==> src/rtl/corr_pkg.sv <==
`timescale 1ns/1ps
package corr_pkg;
  // Strobes from the control path to the datapath.
  typedef struct packed {
    logic shift;  // accept the current sample: advance delay line and window
  } corrStrobe_t;
endpackage

==> src/rtl/corr_datapath.sv <==
`timescale 1ns/1ps
module corr_datapath
  import corr_pkg::*;
#(
  parameter int SAMPLE_W = 12,
  parameter int LAG      = 16,
  parameter int WIN      = 48,
  localparam int PROD_W  = 2*SAMPLE_W + 1,
  localparam int ACC_W   = PROD_W + $clog2(WIN),
  localparam int MAG_W   = ACC_W + 1
) (
  input  logic                       clk,
  input  logic                       rstN,
  input  corrStrobe_t                strobe,
  input  logic signed [SAMPLE_W-1:0] sampleI,
  input  logic signed [SAMPLE_W-1:0] sampleQ,
  output logic        [MAG_W-1:0]    corrMag
);
  localparam int EXT_W = ACC_W + 1 - PROD_W;

  logic signed [SAMPLE_W-1:0] dlyI [LAG];
  logic signed [SAMPLE_W-1:0] dlyQ [LAG];
  logic signed [PROD_W-1:0]   winRe [WIN];
  logic signed [PROD_W-1:0]   winIm [WIN];
  logic signed [PROD_W-1:0]   curI, curQ, oldI, oldQ;
  logic signed [PROD_W-1:0]   prodRe, prodIm;
  logic signed [ACC_W-1:0]    accRe, accIm;
  logic        [ACC_W:0]      accWideRe, accWideIm;
  logic        [ACC_W-1:0]    absRe, absIm;

  // Conjugate product of the new sample with the one a period back
  always_comb begin
    curI   = PROD_W'(sampleI);
    curQ   = PROD_W'(sampleQ);
    oldI   = PROD_W'(dlyI[LAG-1]);
    oldQ   = PROD_W'(dlyQ[LAG-1]);
    prodRe = curI*oldI + curQ*oldQ;
    prodIm = curQ*oldI - curI*oldQ;
  end

  // Delay line of one pattern period
  always_ff @(posedge clk or negedge rstN) begin
    if (!rstN) begin
      for (int k = 0; k < LAG; k++) begin
        dlyI[k] <= '0;
        dlyQ[k] <= '0;
      end
    end else if (strobe.shift) begin
      dlyI[0] <= sampleI;
      dlyQ[0] <= sampleQ;
      for (int k = 1; k < LAG; k++) begin
        dlyI[k] <= dlyI[k-1];
        dlyQ[k] <= dlyQ[k-1];
      end
    end
  end

  // History of products inside the window
  always_ff @(posedge clk or negedge rstN) begin
    if (!rstN) begin
      for (int k = 0; k < WIN; k++) begin
        winRe[k] <= '0;
        winIm[k] <= '0;
      end
    end else if (strobe.shift) begin
      winRe[0] <= prodRe;
      winIm[0] <= prodIm;
      for (int k = 1; k < WIN; k++) begin
        winRe[k] <= winRe[k-1];
        winIm[k] <= winIm[k-1];
      end
    end
  end

  // Running sum: add entering product, drop leaving one
  always_comb begin
    accWideRe = {accRe[ACC_W-1], accRe}
              + {{EXT_W{prodRe[PROD_W-1]}}, prodRe}
              - {{EXT_W{winRe[WIN-1][PROD_W-1]}}, winRe[WIN-1]};
    accWideIm = {accIm[ACC_W-1], accIm}
              + {{EXT_W{prodIm[PROD_W-1]}}, prodIm}
              - {{EXT_W{winIm[WIN-1][PROD_W-1]}}, winIm[WIN-1]};
  end

  always_ff @(posedge clk or negedge rstN) begin
    if (!rstN) begin
      accRe <= '0;
      accIm <= '0;
    end else if (strobe.shift) begin
      accRe <= accWideRe[ACC_W-1:0];
      accIm <= accWideIm[ACC_W-1:0];
    end
  end

  always_comb begin
    absRe   = accRe[ACC_W-1] ? $unsigned(-accRe) : $unsigned(accRe);
    absIm   = accIm[ACC_W-1] ? $unsigned(-accIm) : $unsigned(accIm);
    corrMag = {1'b0, absRe} + {1'b0, absIm};
  end

  // the running sum never leaves the accumulator range
  p_no_overflow_r3: assert property (@(posedge clk) disable iff (!rstN)
    strobe.shift |-> (accWideRe[ACC_W] == accWideRe[ACC_W-1]) &&
                     (accWideIm[ACC_W] == accWideIm[ACC_W-1]));

  // without an accepted sample the sum holds
  p_hold_idle_r5: assert property (@(posedge clk) disable iff (!rstN)
    !strobe.shift |=> $stable(accRe) && $stable(accIm));
endmodule

==> src/rtl/corr_control.sv <==
`timescale 1ns/1ps
module corr_control
  import corr_pkg::*;
#(
  parameter int MAG_W = 32,
  parameter int CNT_W = 8
) (
  input  logic             clk,
  input  logic             rstN,
  input  logic             sampleValid,
  input  logic             rearm,
  input  logic [MAG_W-1:0] threshold,
  input  logic [CNT_W-1:0] persist,
  input  logic [MAG_W-1:0] corrMag,
  output corrStrobe_t      strobe,
  output logic             detect
);
  logic             freshQ;   // corrMag holds a just-accepted sample
  logic             armed;
  logic             above;
  logic             fire;
  logic [CNT_W-1:0] runCnt;
  logic [CNT_W-1:0] runNext;

  assign strobe.shift = sampleValid;

  always_comb begin
    above   = corrMag > threshold;
    runNext = (runCnt == {CNT_W{1'b1}}) ? runCnt : runCnt + 1'b1;
    fire    = freshQ && above && armed && (runNext >= persist);
  end

  always_ff @(posedge clk or negedge rstN) begin
    if (!rstN) begin
      freshQ <= 1'b0;
      runCnt <= '0;
      armed  <= 1'b1;
      detect <= 1'b0;
    end else begin
      freshQ <= sampleValid;
      detect <= fire;
      if (freshQ) runCnt <= above ? runNext : '0;
      if (rearm)     armed <= 1'b1;
      else if (fire) armed <= 1'b0;
    end
  end

  // a sample at or under the threshold empties the run
  p_count_clear_r6: assert property (@(posedge clk) disable iff (!rstN)
    freshQ && !above |=> runCnt == '0);

  // a pulse only follows a run that reached the programmed length
  p_detect_reached_r7: assert property (@(posedge clk) disable iff (!rstN)
    detect |-> (runCnt != '0) && (runCnt >= $past(persist)));

  // disarmed and not re-armed means no pulse
  p_quiet_r8: assert property (@(posedge clk) disable iff (!rstN)
    !armed && !rearm |=> !detect);
endmodule

==> src/rtl/rep_corr_detector.sv <==
`timescale 1ns/1ps
module rep_corr_detector
  import corr_pkg::*;
#(
  parameter int SAMPLE_W = 12,
  parameter int LAG      = 16,
  parameter int WIN      = 48,
  parameter int CNT_W    = 8,
  localparam int MAG_W   = 2*SAMPLE_W + 1 + $clog2(WIN) + 1
) (
  input  logic                       clk,
  input  logic                       rstN,
  input  logic                       sampleValid,
  input  logic signed [SAMPLE_W-1:0] sampleI,
  input  logic signed [SAMPLE_W-1:0] sampleQ,
  input  logic        [MAG_W-1:0]    threshold,
  input  logic        [CNT_W-1:0]    persist,
  input  logic                       rearm,
  output logic                       detect,
  output logic        [MAG_W-1:0]    corrMag
);
  corrStrobe_t strobe;

  corr_control #(.MAG_W(MAG_W), .CNT_W(CNT_W)) i_control (
    .clk(clk), .rstN(rstN), .sampleValid(sampleValid), .rearm(rearm),
    .threshold(threshold), .persist(persist), .corrMag(corrMag),
    .strobe(strobe), .detect(detect)
  );

  corr_datapath #(.SAMPLE_W(SAMPLE_W), .LAG(LAG), .WIN(WIN)) i_datapath (
    .clk(clk), .rstN(rstN), .strobe(strobe),
    .sampleI(sampleI), .sampleQ(sampleQ), .corrMag(corrMag)
  );
endmodule

==> config.mk <==
export PLATFORM = sky130hd
export DESIGN_NAME = rep_corr_detector
export DESIGN_NICKNAME = d
export VERILOG_FILES = /design/src/rtl/corr_pkg.sv /design/src/rtl/corr_datapath.sv /design/src/rtl/corr_control.sv /design/src/rtl/rep_corr_detector.sv
export SDC_FILE = /design/constraint.sdc
export NUM_CORES = 2
export LEC_CHECK = 0
export BUFFER_PORTS_ARGS = -buffer_cell sky130_fd_sc_hd__buf_2
export CORE_ASPECT_RATIO = 0.9
export CORE_MARGIN = 3
export CORE_UTILIZATION = 54
export CTS_BUF_LIST = sky130_fd_sc_hd__clkbuf_8
export CTS_CLUSTER_DIAMETER = 200
export DETAILED_ROUTE_END_ITERATION = 6
export MAX_ROUTING_LAYER = met4
export PLACE_DENSITY = 0.7
export SLEW_MARGIN = 25
export SYNTH_ARGS = -nofsm -noshare
export SYNTH_HDL_FRONTEND = slang
export SYNTH_HIERARCHICAL = 1
export SYNTH_SLANG_ARGS = --single-unit
==> constraint.sdc <==
create_clock -name clk -period 10.45 [get_ports clk]
set_input_delay 1.5675 -clock clk [delete_from_list [all_inputs] [get_ports clk]]
set_output_delay 1.5675 -clock clk [all_outputs]
set_load 0.05 [all_outputs]
==> impl_metrics.ini <==
[outcome]
status = finished, final reports clean

[sta]
max_freq_mhz = 98.9
min_period_over_period_pct = 96.8
tightestPinTransition_ns = 1.10
hold_viol = 0
rsz0062_at_grt = no
min_period_ns = 10.12
setup-violations-final = 0
slew_viol_final = 0
relSlewSlack_pct = 26.6
skew_ns = 0.0944
fin_hold_ws_ns = 0.421

[clocking]
tritoncts = yes
postCtsHoldBufs = 0
cts_sinks = 2857
htree_levels = 5
numCtsBuffers = 445
post_cts_resized = 0
worstSkewPairLatency_ns = 1.03
clk_pin_slew_worst_paths_ns = 0.06
cts_root_buf = clkbuf_8
cts_setup_buffers = 0
cts_buffer_depth = 4

[synthesis]
syn_area_per_cell_um2 = 14.1
syn_nets = 10766
synth-edff-count = 0
ys_async_sr_fraction_pct = 100
yosysWarnings = 6
ys.flop_type = dfrtp_1
synth_area_mm2 = 0.136
yosysSeqAreaShare_pct = 52.6
ys_ff_latch = 2857
postSynthCellCount = 9658
synth.distinct_cells = 78

[grt]
grt_overflow_total = 0
met2_usage_pct = 32.1
grt.total_usage_pct = 21.1
met3_usage_pct = 3.20
antenna_found_initial = 15
grt_pass1_vias = 79901
grt_use_met1_pct = 30.2
top_usage_layer = met2
grt_pass1_wl_um = 430000
grt_max_degree = 197

[critical_path]
cp_data_arrival_time_ns = 11.05
crit_path_max_incr_delay_ns = 0.55
worstSetupPathDepth = 36
path_max_fanout = 9
crit_path_frequent_cell = fa_1
critPathSlowestCell = fa_1
critPathCaptureType = register
path_class = input port to register
rr_worst_depth = 34
start_kind = input port
worst-path-buf-inv = 10
required_ns = 11.39
cp_top_family = adder cells

[floorplan]
dieWidth_um = 535
io_pins = 101
start_util_pct = 54.3
dieHeight_um = 482
dieArea_mm2 = 0.258
rows = 174
fp.coreArea_mm2 = 0.250

[placed_design]
io_buffers = 100
gp_congestion = 0.958
dpl_cell_area_mm2 = 0.142
hpwl_um = 177000

[layout]
n_fill_cell = 19226
layout.nets = 11223
area_growth_pct = 11.3
postLayoutCellArea_mm2 = 0.151
layout_commonest_cell = dfrtp_1
final_cell_mix = dfrtp_1 (2849), mux2_2 (2772), inv_1 (1005), fa_1 (711), clkbuf_8 (570)
multi_input_area_mm2 = 0.0596
seq_area_mm2 = 0.0715
drive_gt1_share_pct = 37.3

[drt]
wire_per_inst_um = 18.7
vias_per_cell = 5.31
postRouteAntennaNets = 0
routed_wl_um = 258000
first_pass_iters = 5
via_count = 73337
drc_errors = 0
first_iter_violations = 4086

[flow_run]
maxCapViolations = 0

[worst_hold_path]
min_path_type = input port to asynchronous set/reset pin
-- worst register-to-register path: cells and delay by family (launching register included) --
family / cells / cell delay, ns
fa+ha+maj: 10 / 4.69
xor+xnor: 2 / 0.46
flops: 1 / 0.73
buf+inv: 8 / 0.87
simple gates: 6 / 1.07
compound gates: 8 / 2.11
-- through the flow --
stage               setup TNS (ns)  setup slack [ns]  util, %  cells
CTS                              0             0.249     60.4  13800
detailed placement           -6.03            -0.565     56.7  13009
global placement             -4.20            -0.478     56.7  13009
global route                     0            0.0330     60.5  13810
floorplan                        0             0.418        -   9658
finish                           0             0.335     60.5  13812
-- registers in the layout (all words and copies together), names as in the netlist, 8 cells and up --
signal and cells:
i_datapath/dlyI 192, i_datapath/accIm 31, i_datapath/winIm 1200, i_datapath/dlyQ 192, i_datapath/accRe 31, i_datapath/winRe 1200
i_control/runCnt 8
-- path summary, 6_finish.rpt --
| kind | startpoint | end | slack [ns] |
|---|---|---|---|
| setup / recovery | sampleQ[7] | i_datapath/accIm[30]$_DFFE_PN0P_ | 0.33 |
| hold / removal | rstN | i_datapath/winIm[330]$_DFFE_PN0P_ | 0.42 |
| setup reg to reg | i_datapath/dlyQ[1]$_DFFE_PN0P_ | i_datapath/accIm[30]$_DFFE_PN0P_ | 0.50 |
| hold reg to reg | i_datapath/winRe[600]$_DFFE_PN0P_ | i_datapath/winRe[575]$_DFFE_PN0P_ | 0.44 |
| max in group asynchronous | rstN | i_datapath/winIm[666]$_DFFE_PN0P_ | 7.23 |
| min in group clk | i_datapath/winRe[600]$_DFFE_PN0P_ | i_datapath/winRe[575]$_DFFE_PN0P_ | 0.44 |
-- layer usage --
metal  share of wire (%)  vias to the layer above
met1                  48                    38227
met2                  46                     1218
met4                 2.3                        0
met3                 4.1                      437
li1                    -                    33455
met5                   0                        -
-- cell usage after synthesis, drive strengths merged, types with 4 or more instances --
master,number,area share [%]
nand4,15,0.069
nand3b,5,0.028
mux2,2772,23
o22ai,9,0.041
clkbuf,416,1.1
buf,14,0.041
nand2b,42,0.20
dfrtp,2856,53
o21a,21,0.12
and3,13,0.060
o31a,5,0.032
or2,10,0.046
ha,328,3.0
a31o,7,0.045
a2111oi,4,0.027
inv,851,2.3
nor2,109,0.30
xnor2,167,1.1
o21ai,163,0.60
a21o,47,0.26
nor3b,4,0.022
nand2,396,1.1
and2,282,1.3
a311oi,4,0.026
mux2i,5,0.037
nor2b,17,0.084
o211ai,11,0.075
a211oi,28,0.16
nand3,27,0.10
o31ai,29,0.17
or3,23,0.12
nor4,8,0.046
nor3,21,0.077
a31oi,16,0.074
fa,712,10
o21bai,14,0.077
o41ai,11,0.076
a21oi,112,0.41
xor2,38,0.24
or4,9,0.064
-- logic make-up after synthesis --
group,Yosys count,share of synthesized area [%]
XOR/XNOR,205,1.32
multiplexers,2777,23.0
AND/OR/NAND/NOR,987,3.65
AO/OA/AOI/OAI,509,2.38
buffers and inverters,1283,3.55
adder cells (fa/ha/maj),1040,13.5
flip-flops,2857,52.6
-- area by class of cell --
class / instances / area share (%)
Multi-Input combinational cell: 5518 / 39.4
Antenna cell: 9 / 0.0149
Tap cell: 3344 / 2.77
Timing Repair Buffer: 440 / 2.34
Clock inverter: 221 / 0.869
Clock buffer: 570 / 5.19
Sequential cell: 2857 / 47.3
Inverter: 853 / 2.12
Power is left out: the tool's default activity adds up to more than one toggle a clock period on the data nets, which glitch-free logic cannot reach.
